===== src/rtl/nibwr_pkg.sv =====
package nibwr_pkg;

  typedef enum logic [2:0] {
    ST_IDLE   = 3'd0,
    ST_LEAD   = 3'd1,
    ST_SYNC   = 3'd2,
    ST_DATA   = 3'd3,
    ST_STARVE = 3'd4
  } wr_state_e;

endpackage


===== src/rtl/nibwr_slot.sv =====
module nibwr_slot #(
  parameter int NIB_W = 4
) (
  input  logic             clk,
  input  logic             rst_n,
  input  logic             start_i,
  input  logic             accept_i,
  input  logic             launch_i,
  input  logic [NIB_W-1:0] data_i,
  output logic             full_o,
  output logic [NIB_W-1:0] val_o
);

  logic             full_d;
  logic             full_q;
  logic             load_en;
  logic [NIB_W-1:0] val_q;

  // Launch drains the slot. An accept that is not launched directly fills it.
  // A new stream empties the slot, unless a value is taken in that same tick.
  always_comb begin
    full_d  = full_q;
    load_en = 1'b0;
    if (launch_i) begin
      full_d = 1'b0;
    end else if (accept_i) begin
      full_d  = 1'b1;
      load_en = 1'b1;
    end else if (start_i) begin
      full_d = 1'b0;
    end
  end

  always_ff @(posedge clk or negedge rst_n) begin
    if (!rst_n) begin
      full_q <= 1'b0;
    end else begin
      full_q <= full_d;
    end
  end

  always_ff @(posedge clk or negedge rst_n) begin
    if (!rst_n) begin
      val_q <= '0;
    end else if (load_en) begin
      val_q <= data_i;
    end
  end

  assign full_o = full_q;
  assign val_o  = val_q;

endmodule


===== src/rtl/nibwr_seq.sv =====
module nibwr_seq
  import nibwr_pkg::*;
#(
  parameter int NIB_W      = 4,
  parameter int LEAD_TICKS = 32,
  parameter int GAP_TICKS  = 32,
  parameter int SYNC_TICKS = 64,
  parameter int SYNC_W     = 4,
  parameter int CNT_W      = 7
) (
  input  logic              clk,
  input  logic              rst_n,
  input  logic              start_i,
  input  logic [SYNC_W-1:0] sync_count_i,
  input  logic              fixed_len_i,
  input  logic              pend_full_i,
  input  logic [NIB_W-1:0]  pend_val_i,
  input  logic              accept_i,
  input  logic [NIB_W-1:0]  nib_data_i,
  output logic              launch_o,
  output logic              win_o,
  output logic              underrun_o,
  output wr_state_e         state_nx_o,
  output logic [CNT_W-1:0]  cnt_nx_o,
  output logic [NIB_W-1:0]  cur_nx_o
);

  localparam int STEPS   = 1 << NIB_W;
  localparam int FIX_LEN = LEAD_TICKS + STEPS - 1 + GAP_TICKS;
  localparam logic [CNT_W-1:0] SYNC_END = CNT_W'(SYNC_TICKS - 1);
  localparam logic [CNT_W-1:0] FIX_END  = CNT_W'(FIX_LEN - 1);
  localparam logic [CNT_W-1:0] LEAD_C   = CNT_W'(LEAD_TICKS);
  localparam logic [CNT_W-1:0] VAR_BASE = CNT_W'(LEAD_TICKS + GAP_TICKS - 1);
  localparam logic [SYNC_W-1:0] ONE_SYNC = SYNC_W'(1);

  wr_state_e         state_q, state_d;
  logic [CNT_W-1:0]  cnt_q, cnt_d;
  logic [SYNC_W-1:0] left_q, left_d;
  logic [NIB_W-1:0]  cur_q, cur_d;
  logic              fixed_q, fixed_d;
  logic              launch;

  logic [CNT_W-1:0]  cur_ext;
  logic [CNT_W-1:0]  val_pos;
  logic [CNT_W-1:0]  cyc_end;
  logic              avail;
  logic [NIB_W-1:0]  new_val;

  assign cur_ext = CNT_W'(cur_q);
  assign val_pos = LEAD_C + cur_ext;
  assign cyc_end = fixed_q ? FIX_END : (VAR_BASE + cur_ext);
  assign avail   = pend_full_i | accept_i;
  assign new_val = pend_full_i ? pend_val_i : nib_data_i;

  always_comb begin
    state_d = state_q;
    cnt_d   = cnt_q;
    left_d  = left_q;
    cur_d   = cur_q;
    fixed_d = fixed_q;
    launch  = 1'b0;
    if (state_q == ST_SYNC || state_q == ST_DATA) begin
      cnt_d = cnt_q + 1'b1;
    end
    if (start_i) begin
      fixed_d = fixed_len_i;
      cnt_d   = '0;
      left_d  = sync_count_i;
      state_d = (sync_count_i != '0) ? ST_SYNC : ST_LEAD;
    end else begin
      unique case (state_q)
        ST_LEAD, ST_STARVE: begin
          if (avail) begin
            state_d = ST_DATA;
            cnt_d   = '0;
            cur_d   = new_val;
            launch  = 1'b1;
          end
        end
        ST_SYNC: begin
          if (cnt_q == SYNC_END) begin
            cnt_d = '0;
            if (left_q != ONE_SYNC) begin
              left_d = left_q - 1'b1;
            end else if (avail) begin
              state_d = ST_DATA;
              cur_d   = new_val;
              launch  = 1'b1;
            end else begin
              state_d = ST_STARVE;
            end
          end
        end
        ST_DATA: begin
          if (cnt_q == cyc_end) begin
            cnt_d = '0;
            if (avail) begin
              cur_d  = new_val;
              launch = 1'b1;
            end else begin
              state_d = ST_STARVE;
            end
          end
        end
        default: ;
      endcase
    end
  end

  always_ff @(posedge clk or negedge rst_n) begin
    if (!rst_n) begin
      state_q <= ST_IDLE;
      cnt_q   <= '0;
      left_q  <= '0;
      cur_q   <= '0;
      fixed_q <= 1'b0;
    end else begin
      state_q <= state_d;
      cnt_q   <= cnt_d;
      left_q  <= left_d;
      cur_q   <= cur_d;
      fixed_q <= fixed_d;
    end
  end

  assign win_o = (state_q == ST_LEAD) || (state_q == ST_STARVE) ||
                 (state_q == ST_SYNC) ||
                 ((state_q == ST_DATA) && (cnt_q > val_pos));
  assign underrun_o = (state_q == ST_STARVE);
  assign launch_o   = launch;
  assign state_nx_o = state_d;
  assign cnt_nx_o   = cnt_d;
  assign cur_nx_o   = cur_d;

endmodule


===== src/rtl/nibwr_shaper.sv =====
module nibwr_shaper
  import nibwr_pkg::*;
#(
  parameter int NIB_W      = 4,
  parameter int LEAD_TICKS = 32,
  parameter int LOW_TICKS  = 4,
  parameter int CNT_W      = 7
) (
  input  logic             clk,
  input  logic             rst_n,
  input  wr_state_e        state_i,
  input  logic [CNT_W-1:0] cnt_i,
  input  logic [NIB_W-1:0] cur_i,
  output logic             wr_n_o
);

  localparam logic [CNT_W-1:0] LEAD_C = CNT_W'(LEAD_TICKS);
  localparam logic [CNT_W-1:0] LOW_C  = CNT_W'(LOW_TICKS);

  logic [CNT_W-1:0] val_pos;
  logic [CNT_W-1:0] val_end;
  logic             in_head;
  logic             in_val;
  logic             low_d;
  logic             wr_n_q;

  assign val_pos = LEAD_C + CNT_W'(cur_i);
  assign val_end = val_pos + LOW_C;
  assign in_head = (cnt_i < LOW_C);
  assign in_val  = (cnt_i >= val_pos) && (cnt_i < val_end);

  // Decode from next-state values so the registered line lines up with state.
  always_comb begin
    unique case (state_i)
      ST_SYNC: low_d = in_head;
      ST_DATA: low_d = in_head | in_val;
      default: low_d = 1'b0;
    endcase
  end

  always_ff @(posedge clk or negedge rst_n) begin
    if (!rst_n) begin
      wr_n_q <= 1'b1;
    end else begin
      wr_n_q <= ~low_d;
    end
  end

  assign wr_n_o = wr_n_q;

endmodule


===== src/rtl/nibble_edge_writer.sv =====
module nibble_edge_writer
  import nibwr_pkg::*;
#(
  parameter int NIB_W      = 4,
  parameter int LEAD_TICKS = 32,
  parameter int GAP_TICKS  = 32,
  parameter int SYNC_TICKS = 64,
  parameter int LOW_TICKS  = 4,
  parameter int SYNC_W     = 4
) (
  input  logic              clk,
  input  logic              rst_n,
  input  logic              start_i,
  input  logic [SYNC_W-1:0] sync_count_i,
  input  logic              fixed_len_i,
  input  logic              nib_valid_i,
  input  logic [NIB_W-1:0]  nib_data_i,
  output logic              nib_ready_o,
  output logic              wr_n_o,
  output logic              underrun_o
);

  localparam int FIX_LEN = LEAD_TICKS + (1 << NIB_W) - 1 + GAP_TICKS;
  localparam int MAX_LEN = (FIX_LEN > SYNC_TICKS) ? FIX_LEN : SYNC_TICKS;
  localparam int CNT_W   = $clog2(MAX_LEN);

  logic             pend_full;
  logic [NIB_W-1:0] pend_val;
  logic             accept;
  logic             launch;
  logic             win;
  wr_state_e        state_nx;
  logic [CNT_W-1:0] cnt_nx;
  logic [NIB_W-1:0] cur_nx;

  assign nib_ready_o = win & ~pend_full;
  assign accept      = nib_ready_o & nib_valid_i;

  nibwr_slot #(.NIB_W(NIB_W)) slot_i (
    .clk      (clk),
    .rst_n    (rst_n),
    .start_i  (start_i),
    .accept_i (accept),
    .launch_i (launch),
    .data_i   (nib_data_i),
    .full_o   (pend_full),
    .val_o    (pend_val)
  );

  nibwr_seq #(
    .NIB_W      (NIB_W),
    .LEAD_TICKS (LEAD_TICKS),
    .GAP_TICKS  (GAP_TICKS),
    .SYNC_TICKS (SYNC_TICKS),
    .SYNC_W     (SYNC_W),
    .CNT_W      (CNT_W)
  ) seq_i (
    .clk          (clk),
    .rst_n        (rst_n),
    .start_i      (start_i),
    .sync_count_i (sync_count_i),
    .fixed_len_i  (fixed_len_i),
    .pend_full_i  (pend_full),
    .pend_val_i   (pend_val),
    .accept_i     (accept),
    .nib_data_i   (nib_data_i),
    .launch_o     (launch),
    .win_o        (win),
    .underrun_o   (underrun_o),
    .state_nx_o   (state_nx),
    .cnt_nx_o     (cnt_nx),
    .cur_nx_o     (cur_nx)
  );

  nibwr_shaper #(
    .NIB_W      (NIB_W),
    .LEAD_TICKS (LEAD_TICKS),
    .LOW_TICKS  (LOW_TICKS),
    .CNT_W      (CNT_W)
  ) shaper_i (
    .clk     (clk),
    .rst_n   (rst_n),
    .state_i (state_nx),
    .cnt_i   (cnt_nx),
    .cur_i   (cur_nx),
    .wr_n_o  (wr_n_o)
  );

endmodule


===== config.mk =====
export PLATFORM = sky130hd
export DESIGN_NAME = nibble_edge_writer
export DESIGN_NICKNAME = d
export VERILOG_FILES = /design/src/rtl/nibwr_pkg.sv /design/src/rtl/nibwr_slot.sv /design/src/rtl/nibwr_seq.sv /design/src/rtl/nibwr_shaper.sv /design/src/rtl/nibble_edge_writer.sv
export SDC_FILE = /design/constraint.sdc
export NUM_CORES = 1
export LEC_CHECK = 0
export ABC_AREA = 1
export BUFFER_PORTS_ARGS = -buffer_cell sky130_fd_sc_hd__buf_2
export CAP_MARGIN = 30
export CORE_MARGIN = 5
export CORE_UTILIZATION = 52
export DETAILED_ROUTE_END_ITERATION = 12
export GPL_ROUTABILITY_DRIVEN = 0
export GPL_TIMING_DRIVEN = 0
export PLACE_DENSITY_LB_ADDON = 0.25
export SLEW_MARGIN = 40
export SYNTH_ARGS = -nofsm -noshare
export SYNTH_HDL_FRONTEND = slang
export SYNTH_HIERARCHICAL = 1
export SYNTH_SLANG_ARGS = --single-unit

===== constraint.sdc =====
create_clock -name clk -period 7.8 [get_ports clk]
set_clock_uncertainty 0.05 [all_clocks]
set_input_delay 0.39 -clock clk [delete_from_list [all_inputs] [get_ports clk]]
set_output_delay 0.39 -clock clk [all_outputs]
set_load 0.005 [all_outputs]

==> results.cfg, run 1 <==
[clock_tree]
clk_pin_slew_ps = 100
cts.path.max_buffers = 2
post-cts-setup-buffers = 0
post_cts_resized = 0
cts_tree = done
cts_hold_buf = 0
root_buffer = clkbuf_8
insertion_delay_ps = 280
cts_made_buffers = 3
cts.sinks = 25
htreeDepth = 1

[final_layout]
design_area_um2 = 2270
final_common_cell = nand2_1
diodes = 0
nNetsFinal = 352
final_cell_mix = nand2_1, inv_1, nor2_1
drive_gt1_frac = 0.155
fillers = 374
syn2layout_area_growth_pct = 8.81

[synthesis]
postSynthNetCount = 332
synthSimpleGateAreaFrac = 0.357
synth_xor_area_frac = 0.0252
synthAdderAreaFrac = 0.0959
synth_area_leaders = dfrtp_1, nand2_1, ha_1
yosys.area.top_type = dfrtp_1
synth_compound_area_frac = 0.109
synth_top_area_share = 0.288
ys_seq_area_frac = 0.300
ys_ff_latch = 25
ys_warn_count = 6
syn-cell-area_um2 = 2090
yosysUniqueCellTypes = 31
synth_area_per_cell_um2 = 6.89
syn_inst = 303
muxShareOfSynthArea = 0
synth_top_family_by_area = simple AND/OR/NAND/NOR gates

[place]
place_area_um2 = 2230
hpwl_mm = 3.66
place_ws_ps = 3940
port_buffers = 15

[power_and_ir_drop]
internal_power_uw = 364
combPwrFrac = 0.622
power.leakage_uw = 0.00123
pwr-share-seq = 0.267
switchingPower_uw = 369
powerDensity_nw_per_um2 = 322
power.total_uw = 733
switching_share = 0.503
vdd_drop_max_uv = 210
power.share.clock = 0.110

[timing]
rsz0062_at_grt = no
maxSlewHeadroom = 0.618
drv_slew = 0
fin_crit_sh = 0.502
hold_slack_ps = 48.0
setup_viol = 0
fin_ws_ps = 3880
fin_crit_ps = 3920
hold_viol_final = 0
worst_pin_slew_ps = 574
clock.fmax_mhz = 255
tns_ps = 0

[critical_path]
cp.arrival_ps = 4090
max_stage_delay_ps = 410
slowest_stage = dfrtp_1
crit_fanout = 10
worst_setup_path_start_kind = register
worst-setup-path-type = reg2reg
path_common_cell = nand2_1
required_ps = 7970
cp-end-kind = register

[global_route]
grt_max_degree = 26
gr-total-overflow = 0
antenna_found_initial = 0
track_usage = 0.185
grt_pass1_wl_mm = 7.83
grt_pass1_vias = 1799

[detailed_routing]
routed_via_density = 5.22
drt-initial-drc-count = 80
wl_mm = 4.66
vias = 1942
dr.pass1.iters = 4
avgRoutedWirePerCell_um = 12.5
drc = 0
ant_nets = 0

[outcome]
status = finished clean

[die]
rows = 23
die_width_um = 73.4
io_pins = 16
core_um2 = 3940
start_util = 0.530
dieArea_um2 = 5380
die_h_um = 73.4

[min_path]
hold_class = in2async

[job]
max_cap_violations = 0
==> flip-flops by register name, indices dropped and copies added (netlist names) <==
register	flops
seq_i/cnt_q	7
seq_i/cur_q	4
seq_i/fixed_q	1
seq_i/left_q	4
seq_i/state_q	3
shaper_i/wr_n_o	1
slot_i/full_o	1
slot_i/val_o	4
==> cell type report <==
cell class | count | area [um^2] | share of cell area
buffer | 3 | 13.8 | 0.00606
clock buffer | 3 | 41.3 | 0.0182
clock inverter | 1 | 5.00 | 0.00220
inverter | 59 | 221 | 0.0975
multi-input combinational | 216 | 1230 | 0.540
sequential | 25 | 627 | 0.276
tap | 50 | 62.6 | 0.0275
timing repair buffer | 15 | 75.1 | 0.0330
==> final timing paths <==
path	slack, ps	depth (start not counted)	endpoint	startpoint
min in group clk	300	3	seq_i/fixed_q	fixed_len_i
setup reg to reg	3880	25	shaper_i/wr_n_o	seq_i/cur_q[3]
hold / removal	50	1	slot_i/val_o[0]	rst_n
setup / recovery	3880	25	shaper_i/wr_n_o	seq_i/cur_q[3]
max in group asynchronous	7270	1	seq_i/cnt_q[6]	rst_n
hold reg to reg	430	2	slot_i/val_o[2]	slot_i/val_o[2]
==> synthesized netlist by cell type <==
cell type  count
a21o_1         1
clkinv_1       1
o221a_2        1
o21ai_2        1
ha_1          16
buf_2          2
nand4_1       12
o21ai_0       12
nand3_4        1
nand2_1       76
nand2_4        3
nor2_2         4
dfrtp_1       24
nor2_1        30
dfstp_2        1
nand2_2        4
inv_2          7
a22oi_1        1
inv_1         51
nor3_1         2
nand3_1       21
a221oi_2       1
o21bai_1       1
xor2_1         6
o211ai_1       7
nand3_2        1
nor2_4         3
nor4_1         2
clkbuf_1       1
a21oi_1        8
a21oi_2        2
==> power groups by stage <==
stage | registers [uW] | clock network [uW] | logic, uW
floorplan | 191 | 0 | 361
global placement | 197 | 0 | 445
detailed placement | 199 | 0 | 453
CTS | 196 | 82.0 | 456
global route | 202 | 87.5 | 523
finish | 196 | 80.7 | 456
==> per-stage QoR <==
| stage | util | std cells |
|---|---|---|
| detailed placement | 0.565 | 368 |
| global route | 0.576 | 372 |
| CTS | 0.576 | 372 |
| floorplan | - | 303 |
| finish | 0.576 | 372 |
| global placement | 0.565 | 368 |
==> metal layers <==
metal  global-route usage  vias up  wire [um]
met5                    0        -          0
met4               0.0563        0         46
met3               0.0205        4        185
met2                0.305       49       2190
met1                0.253      882       2240
li1                     -     1007          -
==> critical path, delay by kind of cell (launching register included) <==
family                     cells  cell delay [ps]
and+or+nand+nor               12             1270
AOI/OAI and AO/OA              6              800
DFF                            1              410
buffers and inverters          4              410
adders and majority gates      3              900
==> cell families after synthesis <==
| group | after synthesis |
|---|---|
| DFF | 25 |
| buffers and inverters | 62 |
| xor gates and xnor gates | 6 |
| and+or+nand+nor | 159 |
| adders and majority gates | 16 |
| AOI/OAI and AO/OA | 35 |
Power figures use the tool's default switching activity.
==> run 2: changes to the inputs <==
==> constraint.sdc (replaced) <==
create_clock -name clk -period 3.8 [get_ports clk]
set_clock_uncertainty 0.05 [all_clocks]
set_input_delay 0.19 -clock clk [delete_from_list [all_inputs] [get_ports clk]]
set_output_delay 0.19 -clock clk [all_outputs]
set_load 0.005 [all_outputs]
==> run 2 against run 1 <==
- core utilization is 3.6 points higher
- clock power is 100% higher
- worst hold slack better by 50 ps
- non-clock buffer count is 12 higher
- fmax is 9.5% higher
- sequential power is 110% higher
- sequential cell count stayed put
- setup slack worse by 3700 ps
- largest cell class unchanged
- highest routed layer unchanged
==> results.cfg, run 2 (same netlist as run 1, synthesis figures left out) <==
[clock_tree]
root_buffer = clkbuf_8
clk_pin_slew_ps = 100
cts.sinks = 25
cts.path.max_buffers = 2
insertion_delay_ps = 280
cts_made_buffers = 3
cts_tree = done
htreeDepth = 1

[critical_path]
crit_fanout = 6
cp.arrival_ps = 3750
required_ps = 3970
worstPathCellList = inv_1 -> ha_1 -> a21o_1 -> o21ai_2 -> a21oi_1 -> nor4_1 -> nor2_1 -> nand2_2 -> nor2_4 -> nor2_4 -> clkinvlp_4 -> o211ai_1 -> o21ai_0 -> nand4_1 -> nand2_2 -> ha_1 -> inv_1 -> ha_1 -> nand2_1 -> nor2_2 -> a21oi_2 -> nand2_1 -> nand2_1 -> nand2_1
worst-setup-path-type = reg2reg
r2r-start = seq_i/cur_q[3]
slowest_stage = dfrtp_1
path_common_cell = nand2_1
worstSetupStartpoint = seq_i/cur_q[3]
cpLargestDelayFamily = simple AND/OR/NAND/NOR gates
cp_num_buf_inv = 3
cp-end-kind = register
worst_setup_path_start_kind = register
max_stage_delay_ps = 390

[global_route]
gr-total-overflow = 0
grt_pass1_wl_mm = 7.83
use_met2 = 0.304
grtUsageMet1 = 0.254
track_usage = 0.185
antenna_found_initial = 0
grt_pass1_vias = 1799
globalRouteMet3Util = 0.0205
busiest_layer = met2
grt_max_degree = 26

[power_and_ir_drop]
switching_share = 0.486
pwr-share-seq = 0.244
switchingPower_uw = 807
powerDensity_nw_per_um2 = 687
power.total_uw = 1660
power.leakage_uw = 0.00130
power.share.clock = 0.100
combPwrFrac = 0.656
vdd_drop_max_uv = 442
internal_power_uw = 852

[job]
max_cap_violations = 0

[place]
port_buffers = 15
place_area_um2 = 2230
hpwl_mm = 3.66

[detailed_routing]
drt-initial-drc-count = 107
drc = 0
vias = 1976
dr.pass1.iters = 5
routed_via_density = 5.15
ant_nets = 0
wl_mm = 4.83
avgRoutedWirePerCell_um = 12.6

[outcome]
status = finished clean

[timing]
fin_crit_ps = 3580
hold_slack_ps = 97.8
worst_pin_slew_ps = 571
maxSlewHeadroom = 0.620
hold_viol_final = 0
drv_slew = 0
clock.fmax_mhz = 279
fin_crit_sh = 0.942
setup_viol = 0

[final_layout]
regMostFlops = seq_i/cnt_q
design_area_um2 = 2410
final_common_cell = nand2_1
fillers = 363
largest_reg_flops = 7
final_core_util = 0.613
diodes = 0
nNetsFinal = 364
drive_gt1_frac = 0.210
syn2layout_area_growth_pct = 15.6
final_cell_mix = nand2_1, inv_1, nor2_1

[die]
io_pins = 16
dieArea_um2 = 5380
die_width_um = 73.4
die_h_um = 73.4
core_um2 = 3940
start_util = 0.530
rows = 23

[min_path]
hp-start = sync_count_i[3]
hold_class = in2reg
[run 2: cell types whose count changed in the layout (fill, tap and decap cells not counted), sizes merged]
cell,change
buf,+10
inv,-1
dlymetal6s2s,+1
clkinvlp,+1
dlygate4sd3,+1
[run 2: metrics by stage]
stage               worst slack [ps]  setup TNS, ps  cells
global placement               -32.0          -32.0    368
finish                           221              0    384
global route                   -23.3          -23.3    384
floorplan                        521              0    303
detailed placement             -60.6          -60.6    368
CTS                             18.1              0    373
[run 2: layout make-up]
class                      count  area (um^2)  area share
clock buffer                   3         41.3      0.0171
buffer                         2         8.76     0.00363
sequential                    25          628       0.260
clock inverter                 1         5.00     0.00207
tap                           50         62.6      0.0259
timing repair buffer          28          180      0.0746
inverter                      59          225      0.0933
multi-input combinational    216         1260       0.523
[run 2: final timing paths]
check,endpoint,slack [ps],depth (start not counted)
max,shaper_i/wr_n_o,220,24
min,seq_i/left_q[3],100,3
max reg2reg,shaper_i/wr_n_o,220,24
min reg2reg,slot_i/val_o[2],430,2
max in group asynchronous,seq_i/cur_q[2],2910,2
min in group asynchronous,slot_i/val_o[0],380,2
[run 2: per-layer routing]
layer | share of wire | vias to the layer above
met3 | 0.052 | 4
met2 | 0.48 | 36
met4 | 0.0093 | 0
li1 | - | 1030
met1 | 0.45 | 906
met5 | 0 | -
[run 2: what timing repair did]
item                                   CTS  global route
hold buffers                             1             0
endpoints found under the hold margin   24             0
setup endpoints to repair                1             1
pin swaps                                0             8
gates resized for setup                  1            14
setup buffers                            0            12
[run 2: tightest hold or removal path: stages]
cell and delay (ps):
buf_2 90, nand2_1 50, o211ai_1 70
[run 2: power by group through the flow]
stage | logic, uW | registers (uW) | clock network, uW
6_report | 1090 | 405 | 165
3_3_place_gp | 913 | 404 | 0
2_1_floorplan | 742 | 392 | 0
4_1_cts | 941 | 403 | 168
5_1_grt | 1230 | 417 | 180
3_5_place_dp | 930 | 408 | 0
==> run 3: changes to the inputs <==
--- a/config.mk
+++ b/config.mk
@@ -13,7 +13,7 @@
 export DETAILED_ROUTE_END_ITERATION = 12
 export GPL_ROUTABILITY_DRIVEN = 0
 export GPL_TIMING_DRIVEN = 0
-export PLACE_DENSITY_LB_ADDON = 0.25
+export PLACE_DENSITY = 0.78
 export SLEW_MARGIN = 40
 export SYNTH_ARGS = -nofsm -noshare
 export SYNTH_HDL_FRONTEND = slang
==> run 3 against run 2 <==
- first-iteration DRC count rose by 26%
- cell area up 1.3%
- sequential power is essentially flat
- non-clock buffer count stayed put
- total power grew 0.15%
- critical path depth grew 1
- worst hold slack gained 8.0 ps
- global-route usage rose by 0.80 points
- wire length is 1.0% higher
- final cell count rose by 0.26%
- core utilization is 0.79 points higher
- sequential cell count is the same
- critical endpoint unchanged
==> results.cfg, run 3 (same netlist as run 1, synthesis figures left out) <==
[critical_path]
crit_fanout = 6
worstSetupStartpoint = seq_i/cur_q[1]
regToRegSetupSlack_ps = 350
worst_setup_path_start_kind = register
regToRegEndpoint = shaper_i/wr_n_o
worst-setup-path-type = reg2reg
cp-end-kind = register
required_ps = 3960
cp.arrival_ps = 3610
r2r-start = seq_i/cur_q[1]
ff2ff_path_depth = 25

[place]
hpwl_mm = 3.73
port_buffers = 15
place_ws_ps = -52.3
place_area_um2 = 2230

[final_layout]
diodes = 0
design_area_um2 = 2450
fillers = 360
largest_reg_flops = 7
nNetsFinal = 365
syn2layout_area_growth_pct = 17.1
final_cell_mix = nand2_1, inv_1, nor2_1
final_common_cell = nand2_1
regMostFlops = seq_i/cnt_q
drive_gt1_frac = 0.224

[global_route]
globalRouteMet3Util = 0.0123
grtUsageMet1 = 0.265
use_met2 = 0.322
grt_pass1_wl_mm = 8.22
busiest_layer = met2
gr-total-overflow = 0
antenna_found_initial = 0
grt_max_degree = 26
track_usage = 0.193
grt_pass1_vias = 1833

[min_path]
hold-path-endpoint = seq_i/fixed_q
hold_depth = 3
hold_class = in2reg
hp-start = fixed_len_i

[timing]
tns_ps = 0
setup_viol = 0
fin_crit_ps = 3450
worst_pin_slew_ps = 555
clock.fmax_mhz = 290
fin_ws_ps = 351
fin_crit_sh = 0.908
drv_slew = 0
rsz0062_at_grt = no
maxSlewHeadroom = 0.630
hold_viol_final = 0

[die]
die_h_um = 73.4
die_width_um = 73.4
start_util = 0.530
rows = 23
io_pins = 16
core_um2 = 3940
dieArea_um2 = 5380

[clock_tree]
cts.sinks = 25
insertion_delay_ps = 270
cts_tree = done
clk_pin_slew_ps = 90
htreeDepth = 1
root_buffer = clkbuf_8
cts.path.max_buffers = 2
cts_made_buffers = 3

[power_and_ir_drop]
power.leakage_uw = 0.00129
vdd_drop_max_uv = 274
powerDensity_nw_per_um2 = 679

[detailed_routing]
wl_mm = 4.88
ant_nets = 0
routed_via_density = 5.23
drc = 0
vias = 2015
dr.pass1.iters = 4
avgRoutedWirePerCell_um = 12.7
drt-initial-drc-count = 135

[outcome]
status = finished clean

[job]
max_cap_violations = 0
-- run 3: critical path, stage by stage, from the launching register on --
cell,delay (ps)
dfrtp_1,420
inv_2,100
ha_4,210
a21oi_2,110
nor2_1,60
o21ai_2,160
a21oi_2,70
nor4_2,250
nor2_1,100
nand2_2,100
nor2_4,60
nor2_4,140
clkinvlp_4,160
o211ai_1,120
o21ai_1,90
nand4_1,90
nand2_2,110
ha_1,300
inv_1,30
ha_1,260
nand2_1,60
nor2_1,50
a21oi_2,120
nand2_1,60
nand2_1,60
nand2_1,50
-- run 3: worst max path at each step --
stage / slack (ps) / depth (start not counted) / endpoint
final: 350 / 25 / shaper_i/wr_n_o
after global routing: 50 / 24 / shaper_i/wr_n_o
after CTS: 6 / 26 / shaper_i/wr_n_o
after detailed placement: -50 / 26 / shaper_i/wr_n_o
after global placement: -5 / 25 / shaper_i/wr_n_o
after floorplan: 520 / 24 / shaper_i/wr_n_o
-- run 3: routing by layer --
layer	part of all wire	vias up
met5	0	-
met2	0.49	43
met1	0.45	925
met4	0.020	0
li1	-	1039
met3	0.036	8
-- run 3: cell type report --
cell class | count | area, um^2 | share of cell area
plain buffers | 2 | 8.76 | 0.00358
clock buffers | 4 | 45.0 | 0.0184
inverters | 59 | 225 | 0.0921
multi-input cells | 216 | 1300 | 0.530
flip-flops and latches | 25 | 628 | 0.257
well taps | 50 | 62.6 | 0.0256
repair buffers | 28 | 175 | 0.0716
repair inverters | 1 | 5.00 | 0.00205
-- run 3: what timing repair did --
item                                    CTS  global route
gates resized for setup                   1            18
hold buffers                              1             0
pin swaps                                 0            10
endpoints found under the setup margin    1             1
setup buffers                             0            12
cloned                                    0             1
hold endpoints to repair                 24             0
-- run 3: report_power, final --
| part | switching (uW) | total (uW) | leakage [uW] | internal (uW) |
|---|---|---|---|---|
| Combinational | 672 | 1100 | 0.000951 | 428 |
| Sequential | 59.7 | 402 | 0.000314 | 342 |
| Clock | 84.7 | 160 | 0.0000228 | 75.1 |
-- run 3: stage by stage --
step	std cells	utilization	power, uW	hold WS, ps
after CTS	373	0.580	1510	91.7
after global routing	385	0.620	1830	100
after floorplan	303	-	1130	-156
after global placement	368	0.565	1310	167
after detailed placement	368	0.565	1340	166
final	385	0.620	1660	106
